`config.mk`:
```
export PLATFORM = sky130hd
export DESIGN_NAME = flash_gate
export DESIGN_NICKNAME = d
export VERILOG_FILES = /design/src/rtl/flash_gate_pkg.sv /design/src/rtl/fg_decode.sv /design/src/rtl/fg_protect.sv /design/src/rtl/fg_sequencer.sv /design/src/rtl/flash_gate.sv
export SDC_FILE = /design/constraint.sdc
export NUM_CORES = 1
export LEC_CHECK = 0
export ABC_AREA = 1
export BUFFER_PORTS_ARGS = -buffer_cell sky130_fd_sc_hd__buf_2
export CAP_MARGIN = 10
export CELL_PAD_IN_SITES_DETAIL_PLACEMENT = 2
export CELL_PAD_IN_SITES_GLOBAL_PLACEMENT = 2
export CORE_MARGIN = 5
export CORE_UTILIZATION = 19
export DETAILED_ROUTE_END_ITERATION = 6
export PLACE_DENSITY = 0.87
export SYNTH_ARGS = -nofsm -noshare
export SYNTH_HDL_FRONTEND = slang
export SYNTH_SLANG_ARGS = --single-unit
```
`constraint.sdc`:
```
create_clock -name clk -period 3.9 [get_ports clk]
set_input_delay 1.17 -clock clk [delete_from_list [all_inputs] [get_ports clk]]
set_output_delay 1.17 -clock clk [all_outputs]
set_load 0.02 [all_outputs]
```
`src/rtl/flash_gate_pkg.sv`:
```
package flash_gate_pkg;

    localparam int PAGE_LOG2 = 10;
    localparam int PHYS_W    = 17;
    localparam int MAX_WAIT  = 2;

    localparam logic [31:0] ALIAS_BASE = 32'h1FF0_0000;
    localparam logic [31:0] INFO_BASE  = 32'h1F00_0000;

    typedef enum logic [1:0] {
        OP_READ  = 2'b00,
        OP_PROG  = 2'b01,
        OP_ERASE = 2'b10,
        OP_RSVD  = 2'b11
    } op_e;

    typedef enum logic [1:0] {
        RG_NONE  = 2'd0,
        RG_MAIN  = 2'd1,
        RG_ALIAS = 2'd2,
        RG_INFO  = 2'd3
    } region_e;

    typedef struct packed {
        region_e             region;
        logic [PHYS_W-1:0]   phys;
    } dec_t;

    typedef struct packed {
        op_e                 op;
        logic                err;
        logic                info;
        logic [PHYS_W-1:0]   phys;
        logic [1:0]          wcnt;
    } acc_t;

    function automatic logic [1:0] clamp_wait(input logic [2:0] w);
        return (w > 3'(MAX_WAIT)) ? 2'(MAX_WAIT) : w[1:0];
    endfunction

    function automatic logic is_write(input op_e op);
        return (op == OP_PROG) || (op == OP_ERASE);
    endfunction

endpackage

```
`src/rtl/fg_decode.sv`:
```
module fg_decode
    import flash_gate_pkg::*;
#(
    parameter int NUM_PAGES = 128
) (
    input  logic [31:0] addr,
    output dec_t        dec
);
    localparam logic [31:0] MAIN_BYTES = 32'(NUM_PAGES) << PAGE_LOG2;
    localparam logic [PHYS_W-1:0] LAST_BASE = PHYS_W'(NUM_PAGES - 1) << PAGE_LOG2;

    always_comb begin
        dec.region = RG_NONE;
        dec.phys   = '0;
        if (addr < MAIN_BYTES) begin
            dec.region = RG_MAIN;
            dec.phys   = addr[PHYS_W-1:0];
        end else if (addr[31:PAGE_LOG2] == ALIAS_BASE[31:PAGE_LOG2]) begin
            dec.region = RG_ALIAS;
            dec.phys   = LAST_BASE | PHYS_W'(addr[PAGE_LOG2-1:0]);
        end else if (addr[31:PAGE_LOG2+1] == INFO_BASE[31:PAGE_LOG2+1]) begin
            dec.region = RG_INFO;
            dec.phys   = PHYS_W'(addr[PAGE_LOG2:0]);
        end
    end
endmodule

```
`src/rtl/fg_protect.sv`:
```
module fg_protect
    import flash_gate_pkg::*;
#(
    parameter int NUM_PAGES = 128,
    localparam int PG_W     = $clog2(NUM_PAGES)
) (
    input  region_e              region,
    input  op_e                  op,
    input  logic [PG_W-1:0]      page,
    input  logic [NUM_PAGES-2:0] page_prot,
    input  logic                 opt_prot,
    output logic                 deny
);
    logic [NUM_PAGES-1:0] prot_all;
    logic                 wr;

    assign prot_all = {opt_prot, page_prot};
    assign wr       = is_write(op);

    always_comb begin
        if (op == OP_RSVD) begin
            deny = 1'b1;
        end else begin
            unique case (region)
                RG_MAIN:  deny = wr && prot_all[page];
                RG_ALIAS: deny = wr && prot_all[NUM_PAGES-1];
                RG_INFO:  deny = wr;
                default:  deny = 1'b1;
            endcase
        end
    end
endmodule

```
`src/rtl/fg_sequencer.sv`:
```
module fg_sequencer
    import flash_gate_pkg::*;
(
    input  logic clk,
    input  logic rst,
    input  logic start,
    input  acc_t acc_in,
    output acc_t acc_q,
    output logic busy,
    output logic done
);
    logic [1:0] cnt;

    always_ff @(posedge clk) begin
        if (rst) begin
            busy  <= 1'b0;
            cnt   <= '0;
            acc_q <= '0;
        end else if (!busy) begin
            if (start) begin
                busy  <= 1'b1;
                cnt   <= acc_in.wcnt;
                acc_q <= acc_in;
            end
        end else if (cnt == '0) begin
            busy <= 1'b0;
        end else begin
            cnt <= cnt - 2'd1;
        end
    end

    assign done = busy && (cnt == '0);

    a_r8_count_steps: assert property (@(posedge clk) disable iff (rst)
        (busy && cnt != '0) |=> (busy && cnt == $past(cnt) - 2'd1))
        else $error("wait count did not step down by one");

    a_r9_access_held: assert property (@(posedge clk) disable iff (rst)
        (busy && !done) |=> $stable(acc_q))
        else $error("latched access changed during wait");
endmodule

```
`src/rtl/flash_gate.sv`:
```
module flash_gate
    import flash_gate_pkg::*;
#(
    parameter int NUM_PAGES = 128,
    localparam int PG_W     = $clog2(NUM_PAGES)
) (
    input  logic                 clk,
    input  logic                 rst,
    input  logic                 req_valid,
    output logic                 req_ready,
    input  logic [1:0]           req_op,
    input  logic [31:0]          req_addr,
    input  logic [31:0]          req_wdata,
    output logic                 rsp_valid,
    output logic                 rsp_err,
    output logic [31:0]          rsp_rdata,
    input  logic [NUM_PAGES-2:0] page_prot,
    input  logic                 opt_prot,
    input  logic [2:0]           wait_cfg,
    output logic                 flash_en,
    output logic [1:0]           flash_op,
    output logic                 flash_info,
    output logic [PHYS_W-1:0]    flash_addr,
    output logic [31:0]          flash_wdata,
    input  logic [31:0]          flash_rdata
);
    dec_t  dec;
    op_e   op_in;
    logic  deny;
    logic  accept;
    logic  busy;
    logic  done;
    acc_t  acc_in;
    acc_t  acc_q;
    logic [31:0] wdata_q;

    assign op_in = op_e'(req_op);

    fg_decode #(.NUM_PAGES(NUM_PAGES)) u_decode (
        .addr (req_addr),
        .dec  (dec)
    );

    fg_protect #(.NUM_PAGES(NUM_PAGES)) u_protect (
        .region    (dec.region),
        .op        (op_in),
        .page      (dec.phys[PAGE_LOG2 +: PG_W]),
        .page_prot (page_prot),
        .opt_prot  (opt_prot),
        .deny      (deny)
    );

    always_comb begin
        acc_in.op   = op_in;
        acc_in.err  = deny;
        acc_in.info = (dec.region == RG_INFO);
        acc_in.phys = dec.phys;
        acc_in.wcnt = (op_in == OP_READ && !deny) ? clamp_wait(wait_cfg) : 2'd0;
    end

    assign req_ready = !busy;
    assign accept    = req_valid && req_ready;

    fg_sequencer u_seq (
        .clk    (clk),
        .rst    (rst),
        .start  (accept),
        .acc_in (acc_in),
        .acc_q  (acc_q),
        .busy   (busy),
        .done   (done)
    );

    always_ff @(posedge clk) begin
        if (rst)         wdata_q <= '0;
        else if (accept) wdata_q <= req_wdata;
    end

    assign flash_en    = busy && !acc_q.err;
    assign flash_op    = acc_q.op;
    assign flash_info  = acc_q.info;
    assign flash_addr  = acc_q.phys;
    assign flash_wdata = wdata_q;

    assign rsp_valid = done;
    assign rsp_err   = done && acc_q.err;
    assign rsp_rdata = (done && !acc_q.err && acc_q.op == OP_READ) ? flash_rdata : 32'd0;

    a_r4_no_strobe_on_error: assert property (@(posedge clk) disable iff (rst)
        (rsp_valid && rsp_err) |-> !flash_en)
        else $error("array strobed on refused request");

    a_r10_ready_after_rsp: assert property (@(posedge clk) disable iff (rst)
        rsp_valid |=> req_ready)
        else $error("not ready after response");

    a_r8_strobe_steady: assert property (@(posedge clk) disable iff (rst)
        (flash_en && !rsp_valid) |=> (flash_en && $stable(flash_addr)))
        else $error("array strobe or address moved during wait");

    a_r10_one_outstanding: assert property (@(posedge clk) disable iff (rst)
        req_ready |-> (!flash_en && !rsp_valid))
        else $error("activity while idle");
endmodule

```
## Yosys cells after proc, flatten, opt, wreduce, memory -nomap -nowiden

Index checks and enable logic that the tools add are counted.

- Input port bits: 232
- Flip-flop bits (word level): 56
- Logic and storage cells: 56

- Magnitude comparators: 3
- Equal/unequal tests: 9
- Reduce and logical (&&, ||, !) cells: 19
- Multiplexer cells: 16
- $add $sub $neg: 1
- Bitwise gates (word level): 1

Operator list:

| operator | count |
|---|---|
| 2-to-1 mux 19 bit | 3 |
| less-than comparator 32 x 18 -> 1 bit, second input constant | 1 |
| 2-to-1 mux 32 bit | 1 |
| equality test 22 x 19 -> 1 bit, second input constant | 1 |
| equality test 21 x 18 -> 1 bit, second input constant | 1 |
| 2-to-1 mux 2 bit | 5 |
| logical AND 1 bit | 9 |
| equality test 2 bit, second input constant | 4 |
| less-than comparator 7 x 8 -> 1 bit, second input constant | 1 |
| binary-select mux 1 bit (select 7 bit) | 1 |
| logical NOT 2 bit | 3 |
| 2-to-1 mux 1 bit | 5 |
| equality test 2 x 1 -> 1 bit, second input constant | 2 |
| AND reduction 2 bit | 2 |
| greater-than comparator 3 x 2 -> 1 bit, second input constant | 1 |
| logical NOT 1 bit | 3 |
| one-hot mux 1 bit (3 select lines) | 1 |
| inequality test 2 bit, second input constant | 1 |
| nonzero test 2 bit | 1 |
| subtractor 2 x 1 -> 2 bit, second input constant | 1 |
| logical OR 1 bit | 1 |
| inverter 1 bit | 1 |

## Depth between registers and ports, before layout

Gate-level depths: netlist (run 1).

- Word-level depth: 14
- Gate-level depth with buffers: 24
- Mapped depth without buffers: 22

## Cells and area by module

A second synthesis (run 1) with hierarchy kept.

- Cells, all modules: 840
- Area, all modules: 4748.3 um^2

Modules (own cells, without submodules):

| module | cells each | seq. area each (um^2) | area an instance (um^2) | instances |
|---|---|---|---|---|
| flash_gate | 291 | 640.6 | 1704.1 | 1 |
| fg_protect | 317 | 0.0 | 1441.4 | 1 |
| fg_sequencer | 129 | 520.5 | 1091.0 | 1 |
| fg_decode | 103 | 0.0 | 511.7 | 1 |

## Worst setup path before layout (run 1)

Ideal clock, no wire load.

- Path kind: input to register
- Start: input req_addr[30]
- End: register u_seq.acc_q[20] (netlist name)
- Stages on the path: 22
- Library setup time: 0.115 ns
- Required time: 3.785 ns
- Slack: 0.839 ns
- Arrival time: 2.946 ns
- Cell sequence: nor2_2 nand3_1 nor2_2 nand2_4 nand2_4 nand2_2 buf_6 buf_6 nand3_1 nand3_1 nand3_1 nand3_1 nand3_1 nand3_1 nand3b_1 nand3_1 nand2_1 nand2_1 nand2_2 nand3_1 o211ai_1 inv_2

- Word-level cells in the longest chain between the ends: 9
- Elaborated cells on any way between the ends: 14
- Classes of those cells: 1 x order compare; 5 x eq/ne; 7 x mux; 1 x reduce/logical

RTL lines:

| element | line | source |
|---|---|---|
| start, declared | flash_gate.sv:12 | `input logic [31:0] req_addr,` |
| branches (longest 3 deep; another with less-than comparator 32 x 18 -> 1 bit) | n/a |  |
| 2-to-1 mux 19 bit (*) | fg_decode.sv:15 | `if (addr < MAIN_BYTES) begin` |
| binary-select mux 1 bit (select 7 bit) | fg_protect.sv:25 | `RG_MAIN: deny = wr && prot_all[page];` |
| 2-to-1 mux 1 bit (implied by the code) | fg_protect.sv:25 |  |
| logical AND 1 bit | fg_protect.sv:25 |  |
| one-hot mux 1 bit (3 select lines) (*) | fg_protect.sv:24 | `unique case (region)` |
| 2-to-1 mux 1 bit (*) | fg_protect.sv:21 | `if (op == OP_RSVD) begin` |

Every way passes the cells marked *. The select of a mux whose other input is x is not followed.
A chain may end at the register's enable or synchronous reset.

## Worst setup path in the final report (run 1)

- Start: input req_addr[19]
- End: register u_seq.acc_q[20] (netlist name)

- Word-level cells in the longest chain between the ends: 9
- Elaborated cells on any way between the ends: 14
- Classes of those cells: 1 x order compare; 5 x eq/ne; 7 x mux; 1 x reduce/logical

RTL lines:

| element | line |
|---|---|
| branches (longest 3 deep; another with less-than comparator 32 x 18 -> 1 bit) | n/a |
| 2-to-1 mux 19 bit (*) | fg_decode.sv:15 |
| binary-select mux 1 bit (select 7 bit) | fg_protect.sv:25 |
| 2-to-1 mux 1 bit (implied by the code) | fg_protect.sv:25 |
| logical AND 1 bit | fg_protect.sv:25 |
| one-hot mux 1 bit (3 select lines) (*) | fg_protect.sv:24 |
| 2-to-1 mux 1 bit (*) | fg_protect.sv:21 |

Marks and branches as above.

==> results.py, run 1 <==
metrics = {
    "sta": {
        "fin_ws_ns": 0.532,
        "timing.hold.ws_ns": 0.479,
        "rsz0062_at_grt": "no",
        "fin_crit_ns": 3.37,
        "slew_viol_final": 0,
        "fin_crit_sh": 0.864,
        "worst_pin_slew_ns": 0.649,
        "fin_skew_ns": 0.00372,
        "max_freq_ghz": 0.297,
        "hold_viol_final": 0,
        "setup-violations-final": 0,
        "timing.setup.tns_ns": 0,
        "slew_headroom": 0.566,
    },
    "run": {
        "max_cap_violations": 0,
    },
    "critical_path": {
        "critPathCaptureType": "flop",
        "critical-path-top-delay-family": "simple AND/OR/NAND/NOR gates",
        "cp_slowest_stage_delay_ns": 0.23,
        "crit_top_cell": "nand3_1",
        "ff2ff_path_depth": 7,
        "crit_type": "in -> reg",
        "critPathRequiredTime_ns": 4.15,
        "r2r-end": "u_seq.cnt[0]",
        "arrival_ns": 3.62,
        "critPathSlowestCell": "buf_12",
        "worstPathMaxFanout": 37,
        "regToRegSetupSlack_ns": 2.29,
        "reg2reg_from": "u_seq.busy",
        "cp-start-kind": "input port",
        "crit_path_cell_trace": "buf_2 > nor2_1 > nand2_1 > nor2_2 > nand2_4 > nand2_4 > nand2_2 > nand2_2 > buf_12 > nand2_1 > nand3_1 > nand3_1 > nand3_1 > nand3_1 > nand3_1 > nand3b_1 > nand3_1 > nand2_1 > nand2_1 > nand2_2 > nand3_1 > o211ai_1 > inv_2",
        "crit_buf_inv": 3,
    },
    "placed_design": {
        "pre_cts_ws_ns": 0.150,
        "gp_congestion": 0.784,
        "dp.cells": 1276,
        "port_buffers": 319,
        "dp.final_hpwl_um": 18600,
        "placed_area_sq_um": 6030,
    },
    "global_routing": {
        "grt_pass1_wl_um": 34900,
        "grt_pass1_vias": 6454,
        "antenna_found_initial": 3,
        "grt_max_degree": 74,
        "grt.overflow.total": 0,
        "grt_use_total": 0.165,
    },
    "layout": {
        "area_growth_pct": 42.0,
        "ff_latch_area_sq_um": 1120,
        "multi_input_area_sq_um": 2520,
        "stdcell_count": 1286,
        "fillCellCount": 2857,
        "final_common_cell": "buf_2",
        "fin_nets": 1236,
        "drive_above_1_share": 0.365,
        "final_area_sq_um": 6180,
        "post-route-util": 0.274,
        "layout_common_cells": "buf_2, nand3_1, nor2_1, nand2_1, inv_1",
    },
    "power_and_ir_drop": {
        "powerDensity_nw_per_um2": 253,
        "p_leak_nw": 3.39,
        "total_power_mw": 1.57,
        "ir_worst_vdd_mv": 0.158,
    },
    "floorplan": {
        "die_h_um": 161,
        "pin_count": 320,
        "start_util": 0.193,
        "die_x_um": 161,
        "floorplan.rows": 55,
        "core_sq_um": 22600,
        "die-area_sq_um": 26000,
    },
    "cts": {
        "cts_resized": 0,
        "cts_tree": "built",
        "cts.sinks": 56,
        "clockBufferDepth": 2,
        "cts_setup_buffers": 0,
        "numCtsBuffers": 5,
        "clkLatencyLatePin_ns": 0.30,
        "cts_root_buf": "clkbuf_16",
        "hold_buffers": 0,
        "clkTransAtPathRegs_ns": 0.07,
        "htree_num_levels": 2,
    },
    "synth": {
        "netlist_area_sq_um": 4350,
        "synth.avg_cell_area_sq_um": 6.03,
        "yosysWarnings": 0,
        "yosysSeqAreaShare": 0.258,
        "netlist_instances": 722,
        "ys_ff_latch": 56,
        "synthesis.nets": 960,
        "ys_types": 29,
    },
    "run_status": {
        "outcome": "finished, final reports clean",
    },
    "routing": {
        "wl_um": 22500,
        "dr.first_iter.drc_count": 231,
        "wl_per_cell_um": 17.5,
        "firstDrtPassIters": 4,
        "viasPerCell": 4.59,
        "num_vias": 5907,
        "drtAntennaViolNets": 0,
        "route.detailed.drc": 0,
    },
    "worst_hold_path": {
        "hold_end": "flash_wdata[13]",
        "worstHoldStart": "flash_wdata[13]",
        "hold_path.class": "reg -> reg",
        "hold_path_depth": 2,
    },
}
## kinds of logic after synthesis
logic type,synth area share
AOI/OAI and AO/OA,0.103
DFF,0.258
buffers and inverters,0.164
and+or+nand+nor,0.458
adders and majority gates,0.0172
## final cells by class
cell class	count	share of cell area
inverter	71	0.0431
multi-input combinational	529	0.407
sequential	56	0.181
timing repair buffer	335	0.286
tap	285	0.0577
antenna	2	0.000810
clock buffer	8	0.0237
## worst max path at each step
stage                            start               to  slack [ns]  depth (start not counted)
after detailed placement  req_addr[30]  u_seq.acc_q[20]        0.15                         23
final                     req_addr[19]  u_seq.acc_q[20]        0.53                         23
after floorplan           req_addr[30]  u_seq.acc_q[20]        0.84                         22
after global routing      req_addr[30]  u_seq.acc_q[20]        0.17                         23
after CTS                 req_addr[30]  u_seq.acc_q[20]        0.46                         23
after global placement    req_addr[30]  u_seq.acc_q[20]        0.22                         23
## routing by layer
layer	GRT usage	vias up	wire [um]
met5	0	-	13
li1	-	2891	-
met3	0.0339	24	1390
met1	0.196	2814	9120
met4	0.0318	2	295
met2	0.306	176	11700
## power breakdown
part	switching, mW	internal [mW]	total, mW
Sequential	0.0236	0.618	0.641
Combinational	0.270	0.186	0.456
Clock	0.212	0.257	0.469
## registers in the layout, indices dropped and copies added (netlist names)
name and cells:
flash_wdata 32, u_seq.cnt 2, u_seq.acc_q 21, u_seq.busy 1
## synth_stat cells, drive strengths merged
cell type  instances  area [sq um]
o21ai             57           315
nand3            200          1010
o21a               1          7.51
buf               52           394
nor4               1          6.26
and3               2          12.5
nand4              2          12.5
nand2            105           417
o211ai             5          37.5
clkbuf            14          52.6
dfxtp             56          1120
ha                 6          75.1
nor3               3          31.3
nor2             128           493
nand3b             1          7.51
inv               71           267
a21oi             18          90.1
## worst min-delay path: stages, from the launching register on
cell and delay (ns):
dfxtp_1 0.32, nor2_1 0.04, nor2_1 0.08
Power figures use the tool's default switching activity.
==> run 2: changes to the inputs <==
--- a/config.mk
+++ b/config.mk
@@ -13,7 +13,7 @@
 export CORE_MARGIN = 5
 export CORE_UTILIZATION = 19
 export DETAILED_ROUTE_END_ITERATION = 6
-export PLACE_DENSITY = 0.87
+export PLACE_DENSITY = 0.86
 export SYNTH_ARGS = -nofsm -noshare
 export SYNTH_HDL_FRONTEND = slang
 export SYNTH_SLANG_ARGS = --single-unit
==> constraint.sdc (replaced) <==
create_clock -name clk -period 3.4 [get_ports clk]
set_input_delay 1.02 -clock clk [delete_from_list [all_inputs] [get_ports clk]]
set_output_delay 1.02 -clock clk [all_outputs]
set_load 0.02 [all_outputs]
==> results.py, run 2 (synthesis results as in run 1) <==
metrics = {
    "power_and_ir_drop": {
        "ir_worst_vdd_mv": 0.181,
        "total_power_mw": 1.81,
        "powerDensity_nw_per_um2": 287,
        "p_leak_nw": 3.46,
    },
    "sta": {
        "max_freq_ghz": 0.319,
        "slew_viol_final": 0,
        "setup-violations-final": 0,
        "hold_viol_final": 0,
        "rsz0062_at_grt": "no",
        "fin_crit_sh": 0.923,
        "timing.hold.ws_ns": 0.482,
        "fin_skew_ns": 0.00492,
        "worst_pin_slew_ns": 0.594,
        "timing.setup.tns_ns": 0,
        "slew_headroom": 0.604,
        "fin_crit_ns": 3.14,
    },
    "critical_path": {
        "crit_type": "in -> reg",
        "r2r-end": "u_seq.acc_q[8]",
        "critPathCaptureType": "flop",
        "regToRegSetupSlack_ns": 1.64,
        "reg2reg_from": "u_seq.busy",
        "critPathRequiredTime_ns": 3.59,
        "arrival_ns": 3.33,
        "worstPathMaxFanout": 17,
        "ff2ff_path_depth": 6,
        "cp-start-kind": "input port",
    },
    "global_routing": {
        "grt_max_degree": 65,
        "grt_pass1_vias": 6623,
        "grt_pass1_wl_um": 35200,
        "grt_use_total": 0.167,
        "antenna_found_initial": 3,
        "grt.overflow.total": 0,
    },
    "layout": {
        "drive_above_1_share": 0.374,
        "ff_latch_area_sq_um": 1120,
        "stdcell_count": 1297,
        "final_common_cell": "buf_2",
        "fillCellCount": 2902,
        "multi_input_area_sq_um": 2520,
        "fin_nets": 1248,
        "area_growth_pct": 44.7,
        "largest_reg_flops": 32,
        "layout_common_cells": "buf_2, nand3_1, nor2_1, nand2_1, inv_1",
    },
    "cts": {
        "clkTransAtPathRegs_ns": 0.07,
        "cts_tree": "built",
        "cts_root_buf": "clkbuf_16",
        "cts.sinks": 56,
        "hold_buffers": 0,
        "htree_num_levels": 2,
        "cts_setup_buffers": 0,
        "clockBufferDepth": 2,
        "cts_resized": 0,
        "clkLatencyLatePin_ns": 0.30,
        "numCtsBuffers": 5,
    },
    "routing": {
        "firstDrtPassIters": 4,
        "num_vias": 5973,
        "route.detailed.drc": 0,
        "drtAntennaViolNets": 0,
        "wl_per_cell_um": 17.8,
        "viasPerCell": 4.61,
        "wl_um": 23000,
        "dr.first_iter.drc_count": 229,
    },
    "floorplan": {
        "pin_count": 320,
        "die-area_sq_um": 26000,
        "start_util": 0.193,
        "die_x_um": 161,
        "floorplan.rows": 55,
        "core_sq_um": 22600,
        "die_h_um": 161,
    },
    "run": {
        "max_cap_violations": 0,
    },
    "worst_hold_path": {
        "hold_path_depth": 2,
        "hold_end": "flash_wdata[13]",
        "hold_path.class": "reg -> reg",
        "worstHoldStart": "flash_wdata[13]",
    },
    "placed_design": {
        "dp.final_hpwl_um": 19100,
        "dp.cells": 1288,
        "gp_congestion": 0.788,
        "port_buffers": 319,
    },
    "run_status": {
        "outcome": "finished, final reports clean",
    },
}
## run 2: changes by cell type in the layout (fill, tap and decap cells not counted), sizes merged
cell	before	now
buf	335	347
clkinvlp	0	1
clkbuf	8	7
diode	2	1
## run 2: critical path, cell delays in order
cell,delay (ns)
buf_2,0.12
nor2_1,0.14
nand3_1,0.15
nor3_4,0.21
nand3_4,0.15
o21ai_4,0.13
buf_4,0.27
nand3_1,0.11
nand3_1,0.11
nand3_1,0.07
nand3_1,0.17
nand3_1,0.10
nand3_1,0.08
nand3_1,0.08
nand2_1,0.06
nand2_1,0.06
nand2_2,0.07
nand3_1,0.07
o211ai_1,0.13
inv_2,0.04
## run 2: stage by stage
stage / setup WS [ns] / utilization / area (sq um)
floorplan: 0.489 / - / 4350
global placement: -0.0532 / 0.272 / 6140
CTS: 0.247 / 0.279 / 6290
detailed placement: -0.0654 / 0.272 / 6140
global route: 0.00959 / 0.279 / 6300
finish: 0.261 / 0.279 / 6300
## run 2: where the power goes
part	internal (mW)	switching [mW]
clock	0.295	0.251
combinational	0.213	0.312
sequential	0.708	0.0273
## run 2: routing by layer
| layer | track usage | wire length, um |
|---|---|---|
| met5 | 0 | 27 |
| met4 | 0.0291 | 264 |
| met3 | 0.0301 | 1130 |
| met2 | 0.329 | 12400 |
| met1 | 0.187 | 9230 |
## run 2: how the worst max path moves through the flow
| stage | from | end | slack (ns) | cells past startpoint |
|---|---|---|---|---|
| floorplan | req_addr[30] | u_seq.acc_q[20] | 0.49 | 22 |
| global placement | req_addr[30] | u_seq.acc_q[20] | -0.05 | 23 |
| detailed placement | req_addr[11] | u_seq.acc_q[20] | -0.07 | 20 |
| CTS | req_addr[11] | u_seq.acc_q[20] | 0.25 | 20 |
| global route | req_addr[11] | u_seq.acc_q[20] | 0.01 | 21 |
| finish | req_addr[11] | u_seq.acc_q[20] | 0.26 | 20 |
## run 2: final cells by class
cell class / instances / share of cell area
Tap cell: 285 / 0.0566
Sequential cell: 56 / 0.178
Clock inverter: 1 / 0.00119
Clock buffer: 7 / 0.0227
Multi-Input combinational cell: 529 / 0.400
Antenna cell: 1 / 0.000397
Inverter: 71 / 0.0423
Timing Repair Buffer: 347 / 0.299
